File: config.mk
export PLATFORM = sky130hd
export DESIGN_NAME = pwm_trip_zone
export DESIGN_NICKNAME = d
export VERILOG_FILES = /design/src/rtl/tz_pkg.sv /design/src/rtl/tz_regs.sv /design/src/rtl/tz_trip_path.sv /design/src/rtl/tz_out_ctl.sv /design/src/rtl/pwm_trip_zone.sv
export SDC_FILE = /design/constraint.sdc
export NUM_CORES = 1
export LEC_CHECK = 0
export BUFFER_PORTS_ARGS = -buffer_cell sky130_fd_sc_hd__buf_2
export CORE_ASPECT_RATIO = 1.4
export CORE_MARGIN = 1
export CORE_UTILIZATION = 30
export DETAILED_ROUTE_END_ITERATION = 10
export GPL_ROUTABILITY_DRIVEN = 0
export MAX_ROUTING_LAYER = met4
export SYNTH_ARGS = -nofsm -noshare
export SYNTH_HDL_FRONTEND = slang
export SYNTH_SLANG_ARGS = --single-unit
export TNS_END_PERCENT = 30
File: constraint.sdc
create_clock -name clk -period 1.7 [get_ports clk]
set_input_delay 0.255 -clock clk [delete_from_list [all_inputs] [get_ports clk]]
set_output_delay 0.255 -clock clk [all_outputs]
set_load 0.05 [all_outputs]
File: src/rtl/tz_pkg.sv
package tz_pkg;
  localparam int ADDR_W = 3;

  typedef enum logic [1:0] {
    ACT_HIZ  = 2'b00,
    ACT_HIGH = 2'b01,
    ACT_LOW  = 2'b10,
    ACT_NONE = 2'b11
  } tz_act_e;

  localparam logic [ADDR_W-1:0] ADDR_SEL_CBC = 3'd0;
  localparam logic [ADDR_W-1:0] ADDR_SEL_OST = 3'd1;
  localparam logic [ADDR_W-1:0] ADDR_ACTION  = 3'd2;
  localparam logic [ADDR_W-1:0] ADDR_IRQ_EN  = 3'd3;
  localparam logic [ADDR_W-1:0] ADDR_CLEAR   = 3'd4;
  localparam logic [ADDR_W-1:0] ADDR_FORCE   = 3'd5;

  typedef struct packed {
    logic clr_int;
    logic clr_cbc;
    logic clr_ost;
    logic frc_cbc;
    logic frc_ost;
  } tz_strobe_t;
endpackage

File: src/rtl/tz_regs.sv
module tz_regs
  import tz_pkg::*;
#(
  parameter int SEL_W  = 8,
  parameter int DATA_W = 8
) (
  input  logic              clk,
  input  logic              rst_n,
  input  logic              wr_en,
  input  logic [ADDR_W-1:0] wr_addr,
  input  logic [DATA_W-1:0] wr_data,
  output logic [SEL_W-1:0]  sel_cbc,
  output logic [SEL_W-1:0]  sel_ost,
  output logic [7:0]        act,
  output logic [1:0]        irq_en,
  output tz_strobe_t        strb
);
  logic [SEL_W-1:0] sel_cbc_q, sel_cbc_d, sel_ost_q, sel_ost_d;
  logic [7:0]       act_q, act_d;
  logic [1:0]       en_q, en_d;

  always_comb begin
    sel_cbc_d = sel_cbc_q;
    sel_ost_d = sel_ost_q;
    act_d     = act_q;
    en_d      = en_q;
    if (wr_en) begin
      case (wr_addr)
        ADDR_SEL_CBC: sel_cbc_d = wr_data[SEL_W-1:0];
        ADDR_SEL_OST: sel_ost_d = wr_data[SEL_W-1:0];
        ADDR_ACTION:  act_d     = wr_data[7:0];
        ADDR_IRQ_EN:  en_d      = wr_data[1:0];
        default: ;
      endcase
    end
  end

  always_ff @(posedge clk or negedge rst_n) begin
    if (!rst_n) begin
      sel_cbc_q <= '0;
      sel_ost_q <= '0;
      act_q     <= 8'hFF;
      en_q      <= 2'b00;
    end else if (wr_en) begin
      sel_cbc_q <= sel_cbc_d;
      sel_ost_q <= sel_ost_d;
      act_q     <= act_d;
      en_q      <= en_d;
    end
  end

  logic clr_hit, frc_hit;
  assign clr_hit      = wr_en && (wr_addr == ADDR_CLEAR);
  assign frc_hit      = wr_en && (wr_addr == ADDR_FORCE);
  assign strb.clr_int = clr_hit && wr_data[0];
  assign strb.clr_cbc = clr_hit && wr_data[1];
  assign strb.clr_ost = clr_hit && wr_data[2];
  assign strb.frc_cbc = frc_hit && wr_data[0];
  assign strb.frc_ost = frc_hit && wr_data[1];

  assign sel_cbc = sel_cbc_q;
  assign sel_ost = sel_ost_q;
  assign act     = act_q;
  assign irq_en  = en_q;

  a_r11_action_reset: assert property (@(posedge clk) disable iff (!rst_n)
    (!wr_en && act_q == 8'hFF) |=> (act_q == 8'hFF));
endmodule

File: src/rtl/tz_trip_path.sv
module tz_trip_path #(
  parameter int NSRC = 8
) (
  input  logic            clk,
  input  logic            rst_n,
  input  logic [NSRC-1:0] src_lvl,
  input  logic [NSRC-1:0] src_sel,
  input  logic            force_set,
  input  logic            latch_clr,
  input  logic            flag_clr,
  output logic            hit,
  output logic            active,
  output logic            flag
);
  logic latch_q, latch_d, flag_q, flag_d, set_now;

  assign hit     = |(src_lvl & src_sel);
  assign set_now = hit || force_set;

  always_comb begin
    latch_d = latch_q;
    flag_d  = flag_q;
    if (set_now) begin
      latch_d = 1'b1;
      flag_d  = 1'b1;
    end else begin
      if (latch_clr) latch_d = 1'b0;
      if (flag_clr)  flag_d  = 1'b0;
    end
  end

  always_ff @(posedge clk or negedge rst_n) begin
    if (!rst_n) begin
      latch_q <= 1'b0;
      flag_q  <= 1'b0;
    end else begin
      latch_q <= latch_d;
      flag_q  <= flag_d;
    end
  end

  assign active = latch_q || hit;
  assign flag   = flag_q;

  a_r5_flag_follows_source: assert property (@(posedge clk) disable iff (!rst_n)
    hit |=> flag_q);
  a_r9_force_sets_both: assert property (@(posedge clk) disable iff (!rst_n)
    force_set |=> (latch_q && flag_q));
  a_r4_release_when_quiet: assert property (@(posedge clk) disable iff (!rst_n)
    (latch_clr && !hit && !force_set) |=> !latch_q);
  a_r6_latch_holds: assert property (@(posedge clk) disable iff (!rst_n)
    (latch_q && !latch_clr) |=> latch_q);
endmodule

File: src/rtl/tz_out_ctl.sv
module tz_out_ctl
  import tz_pkg::*;
(
  input  logic    pwm_in,
  input  logic    ost_on,
  input  logic    cbc_on,
  input  tz_act_e ost_act,
  input  tz_act_e cbc_act,
  output logic    pin_out,
  output logic    pin_oe
);
  tz_act_e pick;

  always_comb begin
    if (ost_on)      pick = ost_act;
    else if (cbc_on) pick = cbc_act;
    else             pick = ACT_NONE;
  end

  always_comb begin
    case (pick)
      ACT_HIZ:  begin pin_out = 1'b0;   pin_oe = 1'b0; end
      ACT_HIGH: begin pin_out = 1'b1;   pin_oe = 1'b1; end
      ACT_LOW:  begin pin_out = 1'b0;   pin_oe = 1'b1; end
      default:  begin pin_out = pwm_in; pin_oe = 1'b1; end
    endcase
  end
endmodule

File: src/rtl/pwm_trip_zone.sv
module pwm_trip_zone
  import tz_pkg::*;
#(
  parameter  int NUM_FAULT = 6,
  localparam int SEL_W     = NUM_FAULT + 2,
  localparam int DATA_W    = (SEL_W > 8) ? SEL_W : 8
) (
  input  logic                 clk,
  input  logic                 rst_n,
  input  logic [NUM_FAULT-1:0] fault_n,
  input  logic [1:0]           cmp_evt1,
  input  logic [1:0]           cmp_evt2,
  input  logic                 period_pulse,
  input  logic                 pwm_a_in,
  input  logic                 pwm_b_in,
  input  logic                 wr_en,
  input  logic [ADDR_W-1:0]    wr_addr,
  input  logic [DATA_W-1:0]    wr_data,
  output logic                 pwm_a_out,
  output logic                 pwm_a_oe,
  output logic                 pwm_b_out,
  output logic                 pwm_b_oe,
  output logic                 cbc_flag,
  output logic                 ost_flag,
  output logic                 trip_irq
);
  localparam int NUM_CH = 2;

  // reset: asserted asynchronously, released on the clock
  logic [1:0] rst_pipe;
  logic       rst_core_n;
  always_ff @(posedge clk or negedge rst_n) begin
    if (!rst_n) rst_pipe <= 2'b00;
    else        rst_pipe <= {rst_pipe[0], 1'b1};
  end
  assign rst_core_n = rst_pipe[1];

  logic [SEL_W-1:0] sel_cbc, sel_ost;
  logic [7:0]       act_q;
  logic [1:0]       irq_en;
  tz_strobe_t       strb;

  tz_regs #(.SEL_W(SEL_W), .DATA_W(DATA_W)) u_regs (
    .clk(clk), .rst_n(rst_core_n), .wr_en(wr_en), .wr_addr(wr_addr),
    .wr_data(wr_data), .sel_cbc(sel_cbc), .sel_ost(sel_ost),
    .act(act_q), .irq_en(irq_en), .strb(strb)
  );

  // source vectors: faults in the low bits, compare events above them
  logic [SEL_W-1:0] cbc_lvl, ost_lvl;
  assign cbc_lvl = {cmp_evt2, ~fault_n};
  assign ost_lvl = {cmp_evt1, ~fault_n};

  logic cbc_hit, cbc_active, ost_hit, ost_active;

  tz_trip_path #(.NSRC(SEL_W)) u_cbc (
    .clk(clk), .rst_n(rst_core_n), .src_lvl(cbc_lvl), .src_sel(sel_cbc),
    .force_set(strb.frc_cbc), .latch_clr(period_pulse), .flag_clr(strb.clr_cbc),
    .hit(cbc_hit), .active(cbc_active), .flag(cbc_flag)
  );

  tz_trip_path #(.NSRC(SEL_W)) u_ost (
    .clk(clk), .rst_n(rst_core_n), .src_lvl(ost_lvl), .src_sel(sel_ost),
    .force_set(strb.frc_ost), .latch_clr(strb.clr_ost), .flag_clr(strb.clr_ost),
    .hit(ost_hit), .active(ost_active), .flag(ost_flag)
  );

  logic [NUM_CH-1:0] pwm_in_v, out_v, oe_v;
  assign pwm_in_v = {pwm_b_in, pwm_a_in};

  for (genvar ch = 0; ch < NUM_CH; ch++) begin : g_ch
    tz_out_ctl u_out (
      .pwm_in (pwm_in_v[ch]),
      .ost_on (ost_active),
      .cbc_on (cbc_active),
      .ost_act(tz_act_e'(act_q[2*ch+1 : 2*ch])),
      .cbc_act(tz_act_e'(act_q[2*NUM_CH+2*ch+1 : 2*NUM_CH+2*ch])),
      .pin_out(out_v[ch]),
      .pin_oe (oe_v[ch])
    );
  end

  assign pwm_a_out = out_v[0];
  assign pwm_a_oe  = oe_v[0];
  assign pwm_b_out = out_v[1];
  assign pwm_b_oe  = oe_v[1];

  // combined interrupt flag
  logic irq_set, irq_q, irq_d;
  assign irq_set = (irq_en[0] && cbc_flag) || (irq_en[1] && ost_flag);

  always_comb begin
    irq_d = irq_q;
    if (irq_set)           irq_d = 1'b1;
    else if (strb.clr_int) irq_d = 1'b0;
  end

  always_ff @(posedge clk or negedge rst_core_n) begin
    if (!rst_core_n) irq_q <= 1'b0;
    else             irq_q <= irq_d;
  end
  assign trip_irq = irq_q;

  a_r10_irq_on_flag: assert property (@(posedge clk) disable iff (!rst_core_n)
    (irq_en[0] && cbc_flag) |=> trip_irq);
  a_r10_irq_clears: assert property (@(posedge clk) disable iff (!rst_core_n)
    (strb.clr_int && !irq_set) |=> !trip_irq);
  a_r8_ost_hiz_wins: assert property (@(posedge clk) disable iff (!rst_core_n)
    (ost_active && act_q[1:0] == 2'b00) |-> !pwm_a_oe);
  a_r3_pass_when_idle: assert property (@(posedge clk) disable iff (!rst_core_n)
    (!ost_active && !cbc_active) |-> (pwm_a_out == pwm_a_in && pwm_a_oe && pwm_b_out == pwm_b_in && pwm_b_oe));
endmodule

==> results of run 1 <==
## layer usage
layer / GRT usage / vias to the layer above / part of all wire
met5: - / - / 0
met4: 0.06342 / 0 / 0.027
met3: 0.03947 / 8 / 0.036
met2: 0.2530 / 29 / 0.51
met1: 0.1657 / 533 / 0.43
li1: - / 541 / -
## power groups by stage
stage	Clock, uW	Combinational [uW]	Sequential, uW
CTS	603	587	1020
global route	639	632	1050
floorplan	0	400	1020
finish	584	581	1030
global placement	0	542	1030
detailed placement	0	557	1040
## cell type report
| class | instances | share of cell area |
|---|---|---|
| Inverter | 6 | 0.01119 |
| Multi-Input combinational cell | 85 | 0.3706 |
| Timing Repair Buffer | 43 | 0.1294 |
| Clock buffer | 6 | 0.04104 |
| Clock inverter | 2 | 0.004975 |
| Tap cell | 64 | 0.03980 |
| Sequential cell | 32 | 0.4030 |
## timing repair
item | CTS | global route
gates resized for setup | 7 | 1
pin swaps | 4 | 3
cloned | 0 | 0
hold buffers | 1 | 0
hold endpoints to repair | 2 | 0
setup buffers | 0 | 0
setup endpoints to repair | 4 | 4
## logic make-up after synthesis
group	after synthesis	share of synthesized area
simple gates	37	0.1612
flops	32	0.5277
compound gates	25	0.1238
mux	22	0.1612
buf+inv	9	0.02361
other cells	1	0.002441
## path summary, 6_finish.rpt
kind,start,to,slack (ns),depth (start not counted)
max,u_regs.sel_ost[3]$_DFFE_PN0P_,pwm_b_out,-0.61,6
min,wr_data[3],u_regs.act[3]$_DFFE_PN1P_,0.24,3
max reg2reg,u_regs.sel_ost[3]$_DFFE_PN0P_,u_ost.flag$_DFFE_PN0P_,0.32,4
min reg2reg,rst_pipe[1]$_DFF_PN0_,u_regs.sel_cbc[4]$_DFFE_PN0P_,0.25,1
max in group asynchronous,rst_pipe[1]$_DFF_PN0_,u_regs.act[2]$_DFFE_PN1P_,1.13,1
min in group asynchronous,rst_pipe[1]$_DFF_PN0_,u_regs.sel_cbc[4]$_DFFE_PN0P_,0.25,1
## registers in the layout (all words and copies together) (netlist names)
register,count
rst_pipe,2
trip_irq,1
u_cbc.flag,1
u_cbc.latch_q,1
u_ost.flag,1
u_regs.act,8
u_regs.irq_en,2
u_regs.sel_cbc,8
u_regs.sel_ost,8
## cells in the final DEF (no fill, tap or decap), drive strengths merged
cell type,count
nand2b,2
dfrtp,24
clkinv,2
dfstp,8
a21oi,5
conb,1
mux2,22
or3,1
nor4,1
nand3,3
o21ba,1
nand4b,2
o221ai,1
nand2,10
nor4b,1
nor2b,7
clkbuf,7
o21bai,1
inv,6
dlygate4sd3,1
nor3b,1
o211a,1
nor2,6
buf,41
a2111oi,2
and3,1
a2bb2oi,1
a22oi,4
o31ai,1
o21ai,8
nor4bb,2
## stage by stage
| stage | TNS (ns) | hold slack [ns] | cell area (um2) | worst slack [ns] | total power (uW) |
|---|---|---|---|---|---|
| floorplan | -0.8711 | -0.04059 | 1585 | -0.2624 | 1420 |
| global placement | -1.148 | 0.03985 | 1884 | -0.3452 | 1569 |
| detailed placement | -1.226 | 0.04156 | 1884 | -0.3544 | 1594 |
| CTS | -2.359 | 0.2250 | 2009 | -0.6376 | 2215 |
| global route | -2.759 | 0.2406 | 2012 | -0.7068 | 2318 |
| finish | -2.332 | 0.2352 | 2012 | -0.6131 | 2192 |
## critical path, stage by stage (launching register included)
cell and delay, ns:
dfrtp_1 0.40, nor2b_4 0.14, a2111oi_4 0.42, nand4b_4 0.17
or3_1 0.37, o211a_2 0.13, buf_6 0.15
==> implementation parameters, run 1 <==
Parameter                              Value

Floorplan
  Die area ... 0.005416 mm2
  Chip Height ... 86.68 um
  FP Rows ... 30
  Io pins ... 34
  Effective utilization at floorplan ... 0.3149
  Floorplan Core Area ... 0.004880 mm2
  Die Wd ... 62.49 um

Timing
  Count of final setup violators ... 4
  Worst clock skew ... 0.005121 ns
  Upper clock frequency limit ... 432.3 MHz
  Setup repair after global routing missed its margin ... yes
  Post-layout min period ... 2.313 ns
  Crit share post-route ... 1.361
  Final setup slack of the worst path ... -0.6131 ns
  Final hold violation count ... 0
  Slew Viols, Final ... 0

Yosys
  Largest area contributor in the netlist ... dfrtp_1
  Number of cells produced by synthesis ... 126
  Cell area after synthesis ... 0.001536 mm2
  Synth Flop Type ... dfrtp_1
  Ys async rst share ... 1.000
  Most used standard cell by instance count after synthesis ... dfrtp_1
  EDFF count, synth ... 0
  Count of state elements after synthesis ... 32
  Total of warnings raised by yosys ... 0
  Leading cell types by count after synthesis ... dfrtp_1 (24), mux2_2 (22), nand2_1 (10)
  Synthesized net count ... 153
  Post-synthesis area per instance ... 12.19 um2
  Area share of the largest cell type after synthesis ... 0.3909
  Main area contributors after synthesis ... dfrtp_1 (39%), mux2_2 (16%), dfstp_2 (14%)
  Portion of the post-synthesis area used by sequential elements ... 0.5277
  Post-synth cell types ... 32

GRT
  Pin count of the biggest net entering global routing ... 31
  Overall routing resource usage ... 0.1494
  Number of antenna violations at the first check in global routing ... 0
  Global route overflow ... 0
  Vias in the first global route ... 1209
  Global-route wire length before repair ... 5885 um

Routing
  Total via count in the routed design ... 1111
  Drt drc ... 0
  Total wirelength of the detailed-routed design ... 3460 um
  Drt via density ... 4.668
  1st-iter DRT viols ... 19
  Average wire per standard cell ... 14.54 um
  Detailed Routing Iterations Pass 1 ... 4
  Detail Route Antenna Nets ... 0

Setup path
  Worst-path maximum fanout ... 3
  Worst endpoint required time ... 1.44 ns
  Critical path start-end classification ... reg -> out
  CP Capture Type ... primary output
  Kind of start point of the critical path ... flip-flop
  Critical Path AT ... 2.06 ns

Power
  Internal power ... 1550 uW
  Total power density per cell area ... 1090 mW/mm2
  Net switching power of the design ... 642.5 uW
  Sw Share ... 0.2931
  Static power due to leakage ... 0.0008716 uW
  Peak supply drop ... 0.6932 mV
  Clock power frac ... 0.267
  Proportion of power drawn by flip-flops and latches ... 0.468
  Combinational share of power ... 0.265

Cells and area
  Final standard cell count with taps included and fillers excluded ... 238
  Final Net Count ... 200
  Layout cell share with drive strength beyond 1 ... 0.5402
  Area occupied by registers ... 810.8 um2
  Count of fill cells added during filler insertion ... 474
  Multi-input logic area ... 745.7 um2
  Number of antenna diodes ... 0
  Layout area overhead ... 30.94%
  Finished Core Util ... 0.4123

Min path
  Worst Hold Class ... in -> reg

Place
  Total instance count after detailed placement ... 229
  Total of buffers placed on input and output ports ... 33
  Half-perimeter wire length of the detailed placement result ... 2685 um

CTS
  H-tree level count ... 2
  Total clock sinks ... 32
  Clock transition at the registers of the reported paths ... 0.06 ns
  Worst-case clock buffer depth ... 2
  Number of clock buffers inserted by TritonCTS ... 5
  Clk Latency, worst-skew pair ... 0.28 ns
  Root buffer cell ... clkbuf_8
  TritonCTS clock tree ... done

Status
  Result of the run ... complete, but fails checks
  Failing checks ... negative setup slack

Flow run
  Max cap viols ... 0
Power figures use the tool's default switching activity.
==> run 2: changes to the inputs <==
--- a/config.mk
+++ b/config.mk
@@ -12,6 +12,7 @@
 export DETAILED_ROUTE_END_ITERATION = 10
 export GPL_ROUTABILITY_DRIVEN = 0
 export MAX_ROUTING_LAYER = met4
+export PLACE_DENSITY = 0.53
 export SYNTH_ARGS = -nofsm -noshare
 export SYNTH_HDL_FRONTEND = slang
 export SYNTH_SLANG_ARGS = --single-unit
==> implementation parameters, run 2 (synthesized netlist as in run 1, its figures left out) <==
Parameter                              Value

Setup path
  Kind of start point of the critical path ... flip-flop
  R2r setup slk ... 0.30 ns
  Worst path most repeated cell ... buf_6
  Critical Path End ... pwm_b_out
  Critical Path Source ... u_regs.sel_cbc[3]$_DFFE_PN0P_
  Worst endpoint required time ... 1.44 ns
  Worst-path maximum fanout ... 5
  CP Capture Type ... primary output
  Origin of the critical flop-to-flop path ... u_regs.sel_cbc[6]$_DFFE_PN0P_
  Sequence of cells on the critical path ... nor2b_4, a2111oi_4, nor3b_4, buf_6, or3_1, o211a_2, buf_6
  Critical path start-end classification ... reg -> out
  Reg2reg path depth ... 5
  Maximum cell stage delay along the critical path ... 0.38 ns
  Critical Path AT ... 1.97 ns
  Endpoint of the lowest-slack register-to-register path ... u_cbc.flag$_DFFE_PN0P_
  Critical path's slowest cell ... dfrtp_1

Floorplan
  Chip Height ... 86.68 um
  Die area ... 0.005416 mm2
  Effective utilization at floorplan ... 0.3149
  FP Rows ... 30
  Floorplan Core Area ... 0.004880 mm2
  Die Wd ... 62.49 um
  Io pins ... 34

GRT
  Global route overflow ... 0
  Overall routing resource usage ... 0.1494
  Number of antenna violations at the first check in global routing ... 0
  Pin count of the biggest net entering global routing ... 31
  Global-route wire length before repair ... 5789 um
  Vias in the first global route ... 1190

Power
  Static power due to leakage ... 0.0009004 uW
  Peak supply drop ... 0.5681 mV
  Total power density per cell area ... 1162 mW/mm2

Timing
  Crit share post-route ... 1.308
  Slew Viols, Final ... 0
  Final setup slack of the worst path ... -0.5230 ns
  Final hold violation count ... 0
  Setup repair after global routing missed its margin ... yes
  Upper clock frequency limit ... 449.8 MHz
  Worst clock skew ... 0.01083 ns
  Post-layout min period ... 2.223 ns
  Count of final setup violators ... 4

CTS
  TritonCTS clock tree ... done
  Clk Latency, worst-skew pair ... 0.29 ns
  Total clock sinks ... 32
  Clock transition at the registers of the reported paths ... 0.07 ns
  H-tree level count ... 2
  Number of clock buffers inserted by TritonCTS ... 5
  Worst-case clock buffer depth ... 2
  Root buffer cell ... clkbuf_8

Cells and area
  Final standard cell count with taps included and fillers excluded ... 240
  Final Net Count ... 202
  Layout cell share with drive strength beyond 1 ... 0.5568
  Layout area overhead ... 35.26%
  Finished Core Util ... 0.4259
  Highest-count cells in the layout ignoring fill and taps ... buf_2 (29), dfrtp_1 (24), mux2_2 (22)
  Most frequent standard cell in the layout excluding fill and tap cells ... buf_2
  Number of antenna diodes ... 0
  Final design instance area without fill ... 0.002078 mm2

Routing
  Drt via density ... 4.729
  Drt drc ... 0
  Average wire per standard cell ... 14.63 um
  Detail Route Antenna Nets ... 0
  Detailed Routing Iterations Pass 1 ... 4
  Total via count in the routed design ... 1135
  Total wirelength of the detailed-routed design ... 3510 um
  1st-iter DRT viols ... 22

Place
  Cell area reported after detailed placement ... 0.001892 mm2
  Post-Place Worst Slack ... -0.3065 ns
  Total instance count after detailed placement ... 230
  Half-perimeter wire length of the detailed placement result ... 2795 um
  Total of buffers placed on input and output ports ... 33

Flow run
  Max cap viols ... 0

Min path
  Worst Hold Class ... in -> reg

Status
  Result of the run ... complete, but fails checks
  Failing checks ... negative setup slack
run 2: cell count changes in the layout (fill, tap and decap cells not counted), sizes merged:
cell and delta:
bufinv +1, buf +3, clkinv -2
run 2: stage by stage:
step | power, uW | hold WS (ns) | setup TNS (ns)
after global routing | 2538 | 0.2351 | -2.496
after detailed placement | 1600 | 0.04364 | -1.111
after global placement | 1575 | 0.04067 | -0.9705
after CTS | 2446 | 0.1999 | -2.114
after floorplan | 1420 | -0.04059 | -0.8711
final | 2415 | 0.2107 | -2.023
run 2: how the worst min path moves through the flow:
stage | cells past startpoint | end | start
global route | 2 | u_regs.sel_cbc[3]$_DFFE_PN0P_ | wr_data[3]
global placement | 1 | rst_pipe[0]$_DFF_PN0_ | rst_n
CTS | 3 | u_regs.act[3]$_DFFE_PN1P_ | wr_data[3]
detailed placement | 1 | rst_pipe[0]$_DFF_PN0_ | rst_n
floorplan | 0 | rst_pipe[0]$_DFF_PN0_ | rst_n
finish | 3 | u_regs.act[3]$_DFFE_PN1P_ | wr_data[3]
run 2: layout make-up:
type | instances | area, um2
clock buffers | 7 | 96.34
clock inverters | 1 | 30.03
fillers | 473 | 2801
inverters | 6 | 22.52
multi-input cells | 85 | 755.7
flip-flops and latches | 32 | 810.8
well taps | 64 | 80.08
repair buffers | 45 | 282.8
run 2: what timing repair did:
item,CTS,global route
endpoints found under the setup margin,4,4
setup buffers,0,1
cloned,0,0
hold buffers,1,0
hold endpoints to repair,2,0
resized for setup,9,4
pin swaps,6,6
run 2: routing by layer:
layer	up-vias	global-route usage	routed length (um)	share of wire
li1	547	-	-	-
met1	559	0.1538	1364	0.39
met2	24	0.2638	1965	0.56
met3	5	0.03947	109	0.031
met4	0	0.06977	71	0.020
met5	-	-	0	0
run 2: critical path, delay by kind of cell, from the launching register on:
kind                   cells  cell delay, ns
DFF                        1            0.38
buffers and inverters      2            0.29
AOI/OAI and AO/OA          2            0.50
and+or+nand+nor            3            0.51
run 2: power breakdown:
group | leakage, uW | switching [uW] | total [uW] | internal [uW]
combinational | 0.000476 | 290 | 593 | 303
sequential | 0.000360 | 91.3 | 1030 | 935
clock | 0.0000645 | 278 | 795 | 517
==> run 3: changes to the inputs <==
--- a/config.mk
+++ b/config.mk
@@ -12,7 +12,7 @@
 export DETAILED_ROUTE_END_ITERATION = 10
 export GPL_ROUTABILITY_DRIVEN = 0
 export MAX_ROUTING_LAYER = met4
-export PLACE_DENSITY = 0.53
+export PLACE_DENSITY = 0.51
 export SYNTH_ARGS = -nofsm -noshare
 export SYNTH_HDL_FRONTEND = slang
 export SYNTH_SLANG_ARGS = --single-unit
==> constraint.sdc (replaced) <==
create_clock -name clk -period 2.7 [get_ports clk]
set_input_delay 0.405 -clock clk [delete_from_list [all_inputs] [get_ports clk]]
set_output_delay 0.405 -clock clk [all_outputs]
set_load 0.05 [all_outputs]
==> implementation parameters, run 3 (synthesized netlist as in run 1, its figures left out) <==
Parameter                              Value

Status
  Result of the run ... complete, no violations

CTS
  Worst-case clock buffer depth ... 2
  Number of clock buffers inserted by TritonCTS ... 5
  H-tree level count ... 2
  TritonCTS clock tree ... done
  Total clock sinks ... 32
  Clock transition at the registers of the reported paths ... 0.07 ns
  Clk Latency, worst-skew pair ... 0.28 ns
  Root buffer cell ... clkbuf_8
  Number of buffers inserted to repair setup after CTS ... 0

GRT
  Vias in the first global route ... 1183
  Global-route wire length before repair ... 5602 um
  Pin count of the biggest net entering global routing ... 26
  Global route overflow ... 0
  Overall routing resource usage ... 0.1420
  Number of antenna violations at the first check in global routing ... 0

Floorplan
  Floorplan Core Area ... 0.004880 mm2
  Die area ... 0.005416 mm2
  Effective utilization at floorplan ... 0.3149
  Io pins ... 34
  Die Wd ... 62.49 um
  FP Rows ... 30
  Chip Height ... 86.68 um

Timing
  Count of final setup violators ... 0
  Final hold violation count ... 0
  Post-layout min period ... 2.503 ns
  Worst clock skew ... 0.004817 ns
  Least-Margin Pin Slew ... 0.9993 ns
  Worst hold slack after final layout ... 0.3547 ns
  Final-layout setup total negative slack ... 0 ns
  Worst slew margin ... 0.3338
  Upper clock frequency limit ... 399.5 MHz
  Setup repair after global routing missed its margin ... no
  Slew Viols, Final ... 0
  Crit share post-route ... 0.9271

Power
  Proportion of power drawn by flip-flops and latches ... 0.457
  Clock power frac ... 0.323
  Net switching power of the design ... 405.7 uW
  Internal power ... 1008 uW
  Total power density per cell area ... 732.2 mW/mm2
  Peak supply drop ... 0.2664 mV
  Static power due to leakage ... 0.0008377 uW
  Sw Share ... 0.2870
  Combinational share of power ... 0.220

Cells and area
  Layout area overhead ... 25.65%
  Final Net Count ... 195
  Count of fill cells added during filler insertion ... 507
  Highest-count cells in the layout ignoring fill and taps ... buf_2 (33), dfrtp_1 (24), mux2_2 (22)
  Finished Core Util ... 0.3956
  Number of antenna diodes ... 0
  Layout cell share with drive strength beyond 1 ... 0.4970
  Final standard cell count with taps included and fillers excluded ... 233
  Final design instance area without fill ... 0.001931 mm2
  Most frequent standard cell in the layout excluding fill and tap cells ... buf_2

Setup path
  Worst endpoint required time ... 2.30 ns
  Critical path's slowest cell ... a2111oi_4
  Maximum cell stage delay along the critical path ... 0.39 ns
  Worst-path maximum fanout ... 9
  Critical Path AT ... 2.10 ns
  Critical path start-end classification ... reg -> out
  CP Capture Type ... primary output
  Top Family by Delay on Critical Path ... simple AND/OR/NAND/NOR gates
  Kind of start point of the critical path ... flip-flop
  Sequence of cells on the critical path ... nor2b_4, a2111oi_4, nand4b_4, or3_1, o211a_1, buf_2
  Buf/Inv on CP ... 1

Routing
  Detail Route Antenna Nets ... 0
  Total via count in the routed design ... 1118
  Drt drc ... 0
  Drt via density ... 4.798
  1st-iter DRT viols ... 44
  Detailed Routing Iterations Pass 1 ... 7
  Total wirelength of the detailed-routed design ... 3313 um
  Average wire per standard cell ... 14.22 um

Place
  Half-perimeter wire length of the detailed placement result ... 2592 um
  Total of buffers placed on input and output ports ... 33
  Total instance count after detailed placement ... 224
  Cell area reported after detailed placement ... 0.001803 mm2

Flow run
  Max cap viols ... 0

Min path
  Worst Hold Class ... reg -> reg
[run 3: changes by cell type in the layout (fill, tap and decap cells not counted), sizes merged]
cell      previous run  this run
buf                 44        37
clkbuf               7         5
clkinv               0         1
clkinvlp             0         1
[run 3: per-layer routing]
metal	wire length, um	GRT usage	vias to the layer above	share of wire
li1	-	-	538	-
met3	139	0.03947	4	0.042
met1	1402	0.1519	549	0.42
met2	1731	0.2500	27	0.52
met4	40	0.05074	0	0.012
met5	0	-	-	0
[run 3: area by class of cell]
| cell class | instances | area [um2] | share of cell area |
|---|---|---|---|
| Clock buffer | 5 | 68.82 | 0.03564 |
| Clock inverter | 3 | 42.54 | 0.02204 |
| Inverter | 6 | 22.52 | 0.01167 |
| Multi-Input combinational cell | 85 | 700.7 | 0.3629 |
| Sequential cell | 32 | 810.8 | 0.4200 |
| Tap cell | 64 | 80.08 | 0.04148 |
| Timing Repair Buffer | 38 | 205.2 | 0.1063 |
[run 3: power groups by stage]
stage / sequential (uW) / combinational, uW / clock [uW]
2_1_floorplan: 640 / 230 / 0
3_3_place_gp: 654 / 300 / 0
3_5_place_dp: 656 / 310 / 0
4_1_cts: 648 / 312 / 469
5_1_grt: 661 / 338 / 496
6_report: 647 / 310 / 456
[run 3: path summary, 6_finish.rpt]
kind,start,end,slack (ns),depth (start not counted)
max in group asynchronous,rst_pipe[1]$_DFF_PN0_,u_regs.act[3]$_DFFE_PN1P_,1.56,1
hold reg to reg,rst_pipe[0]$_DFF_PN0_,rst_pipe[1]$_DFF_PN0_,0.35,0
setup / recovery,u_regs.sel_ost[3]$_DFFE_PN0P_,pwm_b_out,0.20,6
hold / removal,rst_pipe[0]$_DFF_PN0_,rst_pipe[1]$_DFF_PN0_,0.35,0
setup reg to reg,u_regs.sel_cbc[3]$_DFFE_PN0P_,u_cbc.flag$_DFFE_PN0P_,1.29,4
min in group asynchronous,rst_pipe[1]$_DFF_PN0_,u_regs.sel_cbc[6]$_DFFE_PN0P_,0.41,0
[run 3: what timing repair did]
| item | in CTS | in global routing |
|---|---|---|
| gates resized for setup | 0 | 1 |
| hold buffers | 1 | 0 |
| setup endpoints to repair | 0 | 4 |
| endpoints found under the hold margin | 2 | 0 |
[run 3: per-stage QoR]
step	total power [uW]	setup slack (ns)
final	1414	0.1968
after detailed placement	966.2	0.3729
after global routing	1495	0.05034
after global placement	953.7	0.4223
after CTS	1428	0.1421
after floorplan	869.9	0.2585
